[src/rtl/pn_word_pkg.sv]
package pn_word_pkg;

  localparam int unsigned WORD_W = 12;

  typedef enum logic {
    SEQ_SHORT = 1'b0,
    SEQ_LONG  = 1'b1
  } seq_e;

  localparam int unsigned        SHORT_LEN  = 9;
  localparam int unsigned        SHORT_TAP  = 5;
  localparam logic [SHORT_LEN-1:0] SHORT_SEED = 9'h0DF;

  localparam int unsigned        LONG_LEN  = 23;
  localparam int unsigned        LONG_TAP  = 18;
  localparam logic [LONG_LEN-1:0] LONG_SEED = 23'h29B80A;

endpackage

[src/rtl/pn_step_core.sv]
// One shift-register recurrence x[n] = x[n-LEN] ^ x[n-TAP], advanced a whole
// word per step. The state holds the next LEN stream bits, oldest in the MSB.
module pn_step_core #(
  parameter int unsigned     LEN    = 9,
  parameter int unsigned     TAP    = 5,
  parameter logic [LEN-1:0]  SEED   = 9'h0DF,
  parameter bit              INVERT = 1'b0,
  parameter int unsigned     WORD_W = 12
) (
  input  logic              clk,
  input  logic              rst_n,
  input  logic              reload_i,
  input  logic              step_i,
  output logic [WORD_W-1:0] word_o
);

  localparam int unsigned EXT_W = WORD_W + LEN;
  // the stream begins one bit after the seed pattern
  localparam logic [LEN-1:0] START = {SEED[LEN-2:0], SEED[LEN-1] ^ SEED[TAP-1]};

  logic [LEN-1:0] state_q;
  logic [LEN-1:0] state_nxt;
  logic [EXT_W-1:0] ext;

  function automatic logic [EXT_W-1:0] unroll(input logic [LEN-1:0] s);
    logic [EXT_W-1:0] e;
    e = '0;
    for (int j = 0; j < int'(LEN); j++) e[j] = s[LEN-1-j];
    for (int j = int'(LEN); j < int'(EXT_W); j++) e[j] = e[j-int'(LEN)] ^ e[j-int'(TAP)];
    return e;
  endfunction

  always_comb begin
    ext = unroll(state_q);
    for (int i = 0; i < int'(WORD_W); i++) word_o[WORD_W-1-i] = ext[i] ^ INVERT;
    for (int j = 0; j < int'(LEN); j++) state_nxt[LEN-1-j] = ext[WORD_W+j];
  end

  always_ff @(posedge clk or negedge rst_n) begin
    if (!rst_n)        state_q <= START;
    else if (reload_i) state_q <= START;
    else if (step_i)   state_q <= state_nxt;
  end


  state_nonzero_chk: assert property (@(posedge clk) disable iff (!rst_n)
    state_q != '0);


  reload_lands_chk: assert property (@(posedge clk) disable iff (!rst_n)
    reload_i |=> state_q == START);


  idle_hold_chk: assert property (@(posedge clk) disable iff (!rst_n)
    (!reload_i && !step_i) |=> $stable(state_q));

endmodule

[src/rtl/pn_seq_ctrl.sv]
module pn_seq_ctrl
  import pn_word_pkg::*;
(
  input  logic       clk,
  input  logic       rst_n,
  input  seq_e       sel_i,
  input  logic       restart_i,
  input  logic       ready_i,
  output seq_e       sel_q_o,
  output logic       valid_o,
  output logic [1:0] reload_o,
  output logic [1:0] step_o
);

  seq_e sel_q;
  logic run_q;
  logic changed;
  logic hs;

  assign changed = (sel_i != sel_q);
  assign valid_o = run_q && !restart_i && !changed;
  assign hs      = valid_o && ready_i;
  assign sel_q_o = sel_q;

  for (genvar k = 0; k < 2; k++) begin : g_lane
    assign reload_o[k] = (restart_i || changed) && (sel_i == seq_e'(k));
    assign step_o[k]   = hs && (sel_q == seq_e'(k));
  end

  always_ff @(posedge clk or negedge rst_n) begin
    if (!rst_n) begin
      sel_q <= SEQ_SHORT;
      run_q <= 1'b0;
    end else begin
      sel_q <= sel_i;
      run_q <= 1'b1;
    end
  end


  restart_blocks_chk: assert property (@(posedge clk) disable iff (!rst_n)
    restart_i |-> !valid_o);


  switch_reloads_chk: assert property (@(posedge clk) disable iff (!rst_n)
    (sel_i != sel_q) |-> (!valid_o && $countones(reload_o) == 1));


  one_step_chk: assert property (@(posedge clk) disable iff (!rst_n)
    $onehot0(step_o));

endmodule

[src/rtl/pn_word_gen.sv]
module pn_word_gen
  import pn_word_pkg::*;
(
  input  logic              clk,
  input  logic              rst_n,
  input  logic              seq_sel_i,
  input  logic              restart_i,
  input  logic              word_ready_i,
  output logic              word_valid_o,
  output logic [WORD_W-1:0] word_o
);

  seq_e              sel_q;
  logic [1:0]        reload;
  logic [1:0]        step;
  logic [WORD_W-1:0] w_short;
  logic [WORD_W-1:0] w_long;

  pn_seq_ctrl u_ctrl (
    .clk       (clk),
    .rst_n     (rst_n),
    .sel_i     (seq_e'(seq_sel_i)),
    .restart_i (restart_i),
    .ready_i   (word_ready_i),
    .sel_q_o   (sel_q),
    .valid_o   (word_valid_o),
    .reload_o  (reload),
    .step_o    (step)
  );

  pn_step_core #(
    .LEN(SHORT_LEN), .TAP(SHORT_TAP), .SEED(SHORT_SEED),
    .INVERT(1'b0), .WORD_W(WORD_W)
  ) u_short (
    .clk(clk), .rst_n(rst_n), .reload_i(reload[0]), .step_i(step[0]), .word_o(w_short)
  );

  pn_step_core #(
    .LEN(LONG_LEN), .TAP(LONG_TAP), .SEED(LONG_SEED),
    .INVERT(1'b1), .WORD_W(WORD_W)
  ) u_long (
    .clk(clk), .rst_n(rst_n), .reload_i(reload[1]), .step_i(step[1]), .word_o(w_long)
  );

  assign word_o = (sel_q == SEQ_LONG) ? w_long : w_short;


  backpressure_hold_chk: assert property (@(posedge clk) disable iff (!rst_n)
    (word_valid_o && !word_ready_i) |=> $stable(word_o));


  valid_steady_chk: assert property (@(posedge clk) disable iff (!rst_n)
    (!restart_i && seq_sel_i == $past(seq_sel_i) && $past(rst_n)) |-> word_valid_o);

endmodule

[config.mk]
export PLATFORM = sky130hd
export DESIGN_NAME = pn_word_gen
export DESIGN_NICKNAME = d
export VERILOG_FILES = /design/src/rtl/pn_word_pkg.sv /design/src/rtl/pn_step_core.sv /design/src/rtl/pn_seq_ctrl.sv /design/src/rtl/pn_word_gen.sv
export SDC_FILE = /design/constraint.sdc
export NUM_CORES = 1
export LEC_CHECK = 0
export BUFFER_PORTS_ARGS = -buffer_cell sky130_fd_sc_hd__buf_2
export CORE_MARGIN = 4
export CORE_UTILIZATION = 30
export DETAILED_ROUTE_END_ITERATION = 8
export SYNTH_ARGS = -nofsm -noshare
export SYNTH_HDL_FRONTEND = slang
export SYNTH_SLANG_ARGS = --single-unit
[constraint.sdc]
create_clock -name clk -period 2.8 [get_ports clk]
set_input_delay 0.28 -clock clk [delete_from_list [all_inputs] [get_ports clk]]
set_output_delay 0.28 -clock clk [all_outputs]
set_load 0.01 [all_outputs]
After elaboration in Yosys (flattened, before gate mapping)
Index checks and enable logic that the tools add are counted.
{"block": "classes", "div_mod_pow": 0, "eq_ne": 1, "n_mux": 5, "n_lt_le_gt_ge": 0, "n_shift": 0, "reduce_logical": 12, "addsub": 0, "bitwise": 38, "n_mul": 0}
{"cell": "2-to-1 mux 23 bit", "count": 2}
{"cell": "bitwise XOR 1 bit", "count": 24}
{"cell": "2-to-1 mux 9 bit", "count": 2}
{"cell": "inverter 1 bit", "count": 14}
{"cell": "2-to-1 mux 12 bit", "count": 1}
{"cell": "logical AND 1 bit", "count": 7}
{"cell": "nonzero test 2 bit", "count": 2}
{"cell": "logical NOT 1 bit", "count": 2}
{"cell": "logical OR 1 bit", "count": 1}
{"cell": "!= test 1 bit", "count": 1}
{"block": "word_totals", "inputBits": 5, "rom_bits": 0, "n_memories": 0, "ram_bits": 0, "latch_bits": 0, "output_inout_bits": 13, "register_bits": 34}

Longest topological paths before layout
Gate-level depths: netlist of the first run.
{"block": "logic_depth", "depth_word": 7, "mapped_depth": 6, "depth_no_buf": 3}

By module
A second synthesis of the first run with hierarchy kept.
{"block": "unflattened", "hier_cells": 175, "hier_area_um2": 1885.6}
{"module": "pn_step_core at u_long", "cells_per_inst": 101, "seq_area_each_um2": 586.8, "instances": 1, "area_per_inst_um2": 1098.6}
{"module": "pn_step_core at u_short", "cells_per_inst": 48, "seq_area_each_um2": 235.2, "instances": 1, "area_per_inst_um2": 495.5}
{"module": "pn_word_gen", "cells_per_inst": 13, "seq_area_each_um2": 0.0, "instances": 1, "area_per_inst_um2": 183.9}
{"module": "pn_seq_ctrl", "cells_per_inst": 13, "seq_area_each_um2": 50.0, "instances": 1, "area_per_inst_um2": 107.6}

Least setup slack after synthesis of the first run
Ideal clock, no wire load.
{"block": "synth_timing", "path_type": "reg2out", "start": "reg u_ctrl.sel_q, in the netlist u_ctrl.sel_q_o", "end": "out word_valid_o", "path_slack_ns": 1.436, "n_path_buf": 2, "arrival_time_ns": 1.084, "required_ns": 2.520, "path_stages_with_launch": 5, "cell_sequence": "dfrtp_1 -> buf_6 -> or2_1 -> clkbuf_1 -> a21oi_1"}
{"block": "synth_via", "elab_chain_cells": 3}
{"item": "from (decl)", "line": "pn_seq_ctrl.sv:15", "text": "seq_e sel_q;"}
{"item": "from (signal assigned)", "line": "pn_seq_ctrl.sv:35", "text": "sel_q <= sel_i;"}
{"item": "!= test 1 bit", "line": "pn_seq_ctrl.sv:20", "text": "assign changed = (sel_i != sel_q);"}
{"item": "logical NOT 1 bit", "line": "pn_seq_ctrl.sv:21", "text": "assign valid_o = run_q && !restart_i && !changed;"}
{"item": "logical AND 1 bit", "line": "pn_seq_ctrl.sv:21"}
{"item": "to (decl)", "line": "pn_word_gen.sv:9", "text": "output logic word_valid_o,"}
No other way between the ends.

Worst setup path in the final report of the first run
Ends and elaborated chain as after synthesis.

==> metrics.log, run 1 <==
[metrics] cell at the slowest stage of the critical path: sky130_fd_sc_hd__dfrtp_1
[metrics] worst rel slew slack: 0.500
[metrics] leakage power total: about 0.87 nW
[metrics] Reg2Reg Setup Slack: 1.06 ns
[metrics] adder-cell share of the synthesized area: 0
[metrics] maximum number of pins on one net before global-route repair: 35
[metrics] Critical R2R Capture: u_long.state_q[5]
[metrics] relative area change from synthesis to final layout: 9.22%
[metrics] power share of the combinational group: 0.127
[metrics] P_sw: 0.278 mW
[metrics] post-route minimum period: 1.80 ns
[metrics] clock root cell: sky130_fd_sc_hd__clkbuf_8
[metrics] number of instances in the synthesized netlist: roughly 180
[metrics] peak clock frequency supported by timing: 556 MHz
[metrics] largest cells by area after synthesis: sky130_fd_sc_hd__dfstp_2 (24%), sky130_fd_sc_hd__dfrtp_1 (23%), sky130_fd_sc_hd__xnor2_1 (11%), sky130_fd_sc_hd__a21oi_1 (5.8%), sky130_fd_sc_hd__mux2i_1 (5.8%)
[metrics] net switching fraction of the power: 0.265
[metrics] predominant post-synthesis flop cell: sky130_fd_sc_hd__dfstp_2
[metrics] largest family of logic cells by synthesized area: compound AO/OA/AOI/OAI gates
[metrics] CP max stage delay: between 0.3 and 0.4 ns
[metrics] first-pass GRT wire length: about 7400 um
[metrics] number of H-tree levels: 2
[metrics] number of warning messages in the yosys log: 0
[metrics] required time at the worst-slack endpoint: about 2.5 ns
[metrics] width of the die: 87.3 um
[metrics] Layout fillers: approximately 620
[metrics] RSZ-0062 raised after global routing: no
[metrics] number of flops mapped to enable cells by yosys: 0
[metrics] total of flip-flops plus latches after synthesis: 34
[metrics] quantity of I/O buffers inserted on ports: 17
[metrics] worst min-delay path class: input port to asynchronous set/reset pin
[metrics] startpoint of the worst register-to-register path: u_ctrl.sel_q_o
[metrics] internal power contribution: between 0.7 and 0.8 mW
[metrics] antenna-violating nets left: 0
[metrics] die area: ~0.0076 mm2
[metrics] clock share of power: 0.362
[metrics] type of element launching the critical path: flip-flop
[metrics] Remaining Overflow, GRT: 0
[metrics] data arrival at the endpoint of the critical path: between 1.5 and 2 ns
[metrics] sum of buffers and inverters on the critical path: 2
[metrics] buffers inserted by post-CTS timing repair: 0
[metrics] number of nets in the finished design: ~200
[metrics] Clock Sink Count: 34
[metrics] most frequent standard cell in the layout excluding fill and tap cells: sky130_fd_sc_hd__xnor2_1
[metrics] post-synth top area share: 0.237
[metrics] proportion of register bits with asynchronous set or reset after synthesis: 1.00
[metrics] overall via count from detail_route: around 1.4k
[metrics] Synth area leader: sky130_fd_sc_hd__dfstp_2
[metrics] antenna violations before repair: 0
[metrics] proportion of synthesized chip area in sequential cells: 0.463
[metrics] residual DRC count: 0
[metrics] result of the run: finished, final reports clean
[metrics] initial DRC count: slightly above 90
[metrics] mean instance size in the synthesized netlist: ~10 um2
[metrics] row count: 28
[metrics] transition time at the pin with the least slew margin: roughly 0.75 ns
[metrics] critical-path maximum fanout: 18
[metrics] Initial Utilization: 0.313
[metrics] total of cells resized after clock tree synthesis: 0
[metrics] detail-routed via count per cell: between 5 and 6
[metrics] worst skew pair latency: approximately 0.29 ns
[metrics] cells along the critical path: buf_4 -> or2_1 -> a21oi_1 -> buf_2
[metrics] PD cells: 508 mW/mm2
[metrics] Top Ports: 18
[metrics] final worst path period share: 0.642
[metrics] mux share of post-synthesis cell area: 0.0584
[metrics] commonest cells after routing, fill and taps aside: sky130_fd_sc_hd__xnor2_1 (23), sky130_fd_sc_hd__a21oi_1 (22), sky130_fd_sc_hd__buf_2 (17), sky130_fd_sc_hd__dfrtp_1 (17), sky130_fd_sc_hd__dfstp_2 (17)
[metrics] Critical Setup Path Class: flip-flop to output port
[metrics] number of global-route vias before repair: about 1.4k
[metrics] syn nets: 188
[metrics] Worst VDD drop: 0.162 mV
[metrics] wire per inst: 15.9 um
[metrics] TritonCTS Buffers: 5
[metrics] cts-stage hold buffer count: 0
[metrics] proportion of layout cells with a drive suffix above 1: 0.277
[metrics] depth of the worst register-to-register path: 5
[metrics] CP delay by family, top: flip-flops
[metrics] total length of routed wires: about 4300 um
[metrics] Global Route Usage Sum: 0.125
[metrics] final core utilization: 0.342
[metrics] TritonCTS clock tree: done
[metrics] Critical Path Sink Type: output port
[metrics] clock input transition at the sequential cells of the worst setup and hold paths: 0.07 ns
[metrics] share of synthesized cell area in and, or, nand and nor gates: 0.0856
[metrics] max-slew violation count: 0
[metrics] max-cap violation count: 0
[metrics] Setup Total Neg Slack: 0 ns
[metrics] maximum buffer depth of the clock tree: 2
[metrics] placer congestion estimate: roughly 0.8
[metrics] first-pass iteration count of the detailed router: 4
[metrics] DP Wirelength: a little under 3000 um
[metrics] placeable core area: 0.00603 mm2
[metrics] Final Hold Viols: 0
[metrics] die height: slightly below 90 um
[metrics] register share of total power: 0.511
[metrics] share of the synthesized netlist area taken by xor and xnor gates: 0.111
[metrics] Compound-Gate Fraction of Synth Area: 0.204
[metrics] Cell variety after synth: 31
[metrics] ant diodes: 0
[metrics] Worst Setup SP: u_ctrl.sel_q_o
[metrics] number of setup violations in the final report: 0
[metrics] area of the mapped netlist: approximately 0.0019 mm2
[metrics] clock skew: roughly 0.0083 ns
==> per-stage QoR <==
stage          cell area (um2)  power (mW)  hold slack [ns]  instances  setup WS [ns]
2_1_floorplan             1890       0.639          -0.0156        183           1.44
3_3_place_gp              1970       0.676            0.402        262           1.06
3_5_place_dp              1970       0.677            0.394        262           1.03
4_1_cts                   2060        1.06           0.0829        270          0.990
5_1_grt                   2060        1.09            0.115        270          0.927
6_report                  2060        1.05           0.0595        270           1.00
==> synth_stat cells (2+ instances only) <==
cell type / instances
sky130_fd_sc_hd__xnor2_1: 23
sky130_fd_sc_hd__a21oi_1: 22
sky130_fd_sc_hd__dfrtp_1: 17
sky130_fd_sc_hd__dfstp_2: 17
sky130_fd_sc_hd__o21ai_0: 13
sky130_fd_sc_hd__nor3_1: 12
sky130_fd_sc_hd__mux2i_1: 11
sky130_fd_sc_hd__o211ai_1: 11
sky130_fd_sc_hd__inv_1: 9
sky130_fd_sc_hd__a31o_2: 6
sky130_fd_sc_hd__a311oi_1: 5
sky130_fd_sc_hd__buf_6: 5
sky130_fd_sc_hd__buf_2: 4
sky130_fd_sc_hd__buf_4: 3
sky130_fd_sc_hd__clkbuf_1: 3
sky130_fd_sc_hd__nand2b_1: 3
sky130_fd_sc_hd__nand3_1: 3
sky130_fd_sc_hd__a21oi_2: 2
sky130_fd_sc_hd__nand2_2: 2
==> routing by layer <==
metal  vias up  wire, um  track usage  share of wire
li1        671         -            -              -
met1       695      2060        0.171           0.48
met2        34      1970        0.188           0.46
met3         7       195       0.0341          0.046
met4         0        64       0.0418          0.015
met5         -         0            0              0
==> layout make-up <==
class	instances	area [um2]	share of cell area
Multi-Input combinational cell	125	870	0.422
Tap cell	75	93.8	0.0456
Inverter	9	33.8	0.0164
Sequential cell	34	872	0.423
Timing Repair Buffer	19	100	0.0486
Clock buffer	8	90.1	0.0437
==> cell families (layout without fill, tap and decap cells) <==
group / Yosys count / count (layout)
AOI/OAI and AO/OA: 61 / 61
DFF: 34 / 34
and+or+nand+nor: 28 / 28
xor gates and xnor gates: 24 / 24
buffers and inverters: 24 / 36
muxes: 11 / 11
other: 1 / 1
==> worst reg2reg max path, stage by stage, from the launching register on <==
cell	delay, ns
sky130_fd_sc_hd__dfrtp_1	0.32
sky130_fd_sc_hd__buf_4	0.25
sky130_fd_sc_hd__and2_1	0.32
sky130_fd_sc_hd__buf_4	0.22
sky130_fd_sc_hd__nand2_2	0.20
sky130_fd_sc_hd__a31o_2	0.31
==> worst max-delay path by stage <==
stage,end,cells past startpoint
after floorplan,word_valid_o,4
after global placement,u_long.state_q[5],4
after detailed placement,u_long.state_q[5],4
after CTS,word_valid_o,4
after global routing,word_valid_o,4
final,word_valid_o,4
==> flip-flops by register name (all words and copies together), names as in the netlist <==
register         cells
u_ctrl.run_q         1
u_ctrl.sel_q_o       1
u_long.state_q      23
u_short.state_q      9
==> power by group through the flow <==
stage / clock network (mW) / logic [mW] / registers, mW
finish: 0.379 / 0.132 / 0.535
global route: 0.408 / 0.148 / 0.538
CTS: 0.387 / 0.134 / 0.535
detailed placement: 0 / 0.134 / 0.543
global placement: 0 / 0.133 / 0.544
floorplan: 0 / 0.101 / 0.538
Note: power is estimated with default switching activity, not from simulation.
==> run 2: changes to the inputs <==
==> constraint.sdc (replaced) <==
create_clock -name clk -period 1.6 [get_ports clk]
set_input_delay 0.16 -clock clk [delete_from_list [all_inputs] [get_ports clk]]
set_output_delay 0.16 -clock clk [all_outputs]
set_load 0.01 [all_outputs]
==> run 2 against run 1 <==
  * Register-to-register slack got worse by 0.92 ns
  * Global-route usage up 0.52 points
  * Non-clock buffer count grew 13
  * Via count increased by 4.0%
  * Critical path type unchanged
  * Largest cell class is now multi-input combinational cells
  * Highest routed layer unchanged
==> metrics.log, run 2 (synthesis results as in run 1) <==
[metrics] width of the die: 87.3 um
[metrics] final worst path period share: 0.975
[metrics] transition time at the pin with the least slew margin: ~0.5 ns
[metrics] DP Wirelength: between 3000 and 4000 um
[metrics] worst rel slew slack: 0.665
[metrics] peak clock frequency supported by timing: between 600 and 700 MHz
[metrics] depth of the worst register-to-register path: 5
[metrics] clock skew: 0.00894 ns
[metrics] Initial Utilization: 0.313
[metrics] worst skew pair latency: slightly below 0.3 ns
[metrics] Fin Hold WS: ~0.14 ns
[metrics] quantity of I/O buffers inserted on ports: 17
[metrics] maximum buffer depth of the clock tree: 2
[metrics] die height: approximately 87 um
[metrics] max-slew violation count: 0
[metrics] result of the run: finished, final reports clean
[metrics] die area: 0.00762 mm2
[metrics] required time at the worst-slack endpoint: ~1.4 ns
[metrics] final instance area: 0.00218 mm2
[metrics] row count: 28
[metrics] number of global-route vias before repair: around 1.4k
[metrics] Clock Sink Count: 34
[metrics] maximum number of pins on one net before global-route repair: 35
[metrics] non-filler instance count after layout: about 280
[metrics] Global Route Usage Sum: 0.130
[metrics] worst hold path depth: 1
[metrics] first-pass GRT wire length: around 7500 um
[metrics] Reg2Reg Setup Slack: approximately 0.14 ns
[metrics] cell depth of the worst setup path: 4
[metrics] RSZ-0062 raised after global routing: yes
[metrics] cells along the critical path: xor2_2 -> nor2_1 -> a21oi_1 -> buf_2
[metrics] residual DRC count: 0
[metrics] Critical Path Sink Type: output port
[metrics] max-cap violation count: 0
[metrics] PD cells: 857 mW/mm2
[metrics] CP delay by family, top: flip-flops
[metrics] relative area change from synthesis to final layout: 15.8%
[metrics] Critical Setup Path Class: flip-flop to output port
[metrics] dpl cells: 270
[metrics] Layout fillers: 624
[metrics] number of nets in the finished design: around 210
[metrics] number of flip-flops under the largest register name: 23
[metrics] sum of buffers and inverters on the critical path: 1
[metrics] critical-path maximum fanout: 3
[metrics] placer congestion estimate: about 0.84
[metrics] detail-routed via count per cell: just over 5
[metrics] Top Ports: 18
[metrics] TritonCTS clock tree: done
[metrics] data arrival at the endpoint of the critical path: ~1.4 ns
[metrics] ant diodes: 0
[metrics] antenna-violating nets left: 0
[metrics] Worst VDD drop: 0.344 mV
[metrics] cell at the slowest stage of the critical path: sky130_fd_sc_hd__dfstp_2
[metrics] CP max stage delay: ~0.57 ns
[metrics] Remaining Overflow, GRT: 0
[metrics] post-placement cell area: between 0.002 and 0.0025 mm2
[metrics] first-pass iteration count of the detailed router: 4
[metrics] wire per inst: between 15 and 20 um
[metrics] Final Hold Viols: 0
[metrics] total length of routed wires: around 4600 um
[metrics] clock input transition at the sequential cells of the worst setup and hold paths: 0.07 ns
[metrics] overall via count from detail_route: between 1k and 1.5k
[metrics] clock root cell: sky130_fd_sc_hd__clkbuf_8
[metrics] worst min-delay path class: input port to flip-flop
[metrics] number of H-tree levels: 2
[metrics] antenna violations before repair: 0
[metrics] initial DRC count: 68
[metrics] type of element launching the critical path: flip-flop
[metrics] proportion of layout cells with a drive suffix above 1: 0.337
[metrics] TritonCTS Buffers: 5
[metrics] placeable core area: 0.00603 mm2
[metrics] leakage power total: 0.941 nW
[metrics] number of setup violations in the final report: 0
[metrics] post-route minimum period: 1.56 ns
[metrics] largest register by flop count: u_long.state_q
[metrics] largest registers: u_long.state_q (23), u_short.state_q (9)
[metrics] commonest cells after routing, fill and taps aside: sky130_fd_sc_hd__xnor2_1 (22), sky130_fd_sc_hd__a21oi_1 (22), sky130_fd_sc_hd__buf_2 (17), sky130_fd_sc_hd__dfstp_2 (17), sky130_fd_sc_hd__dfrtp_1 (16)
[run 2: through the flow]
stage          total power, mW  worst slack (ns)  setup TNS (ns)  utilization
2_1_floorplan             1.12             0.356               0            -
3_3_place_gp              1.20             0.199               0        0.337
3_5_place_dp              1.20             0.170               0        0.337
4_1_cts                   1.88            0.0141               0        0.357
5_1_grt                   1.96           -0.0415         -0.0415        0.362
6_report                  1.87            0.0396               0        0.362
[run 2: area by class of cell]
cell class	instances	area (um2)	area share
tap	75	93.8	0.0430
clock buffer	7	86.3	0.0395
multi-input combinational	125	890	0.407
clock inverter	1	5.00	0.00229
timing repair buffer	32	201	0.0923
inverter	9	33.8	0.0155
sequential	34	873	0.400
[run 2: what timing repair did]
item	in CTS	in global routing
endpoints found under the hold margin	17	0
pin swaps	0	2
setup endpoints to repair	3	4
gates resized for setup	4	1
buffers inserted	0	4
hold buffers	1	0
cloned	0	0
[run 2: where the power goes]
| group | internal [mW] | switching (mW) |
|---|---|---|
| clock network | 0.347 | 0.321 |
| registers | 0.905 | 0.0369 |
| logic | 0.114 | 0.148 |
[run 2: final timing paths]
kind | startpoint | endpoint
max in group asynchronous | rst_n | u_long.state_q[14]
worst max-delay path | u_short.state_q[2] | word_o[0]
worst min register to register | u_long.state_q[5] | u_long.state_q[5]
worst max register to register | u_ctrl.sel_q_o | u_long.state_q[21]
min in group asynchronous | rst_n | u_long.state_q[3]
worst min-delay path | seq_sel_i | u_ctrl.sel_q_o
[run 2: routing by layer]
layer  share of wire  vias to the layer above  GRT usage
li1                -                      700          -
met1            0.49                      731      0.178
met2            0.46                       28      0.186
met3           0.044                        4     0.0501
met4           0.011                        0     0.0446
met5               0                        -          0
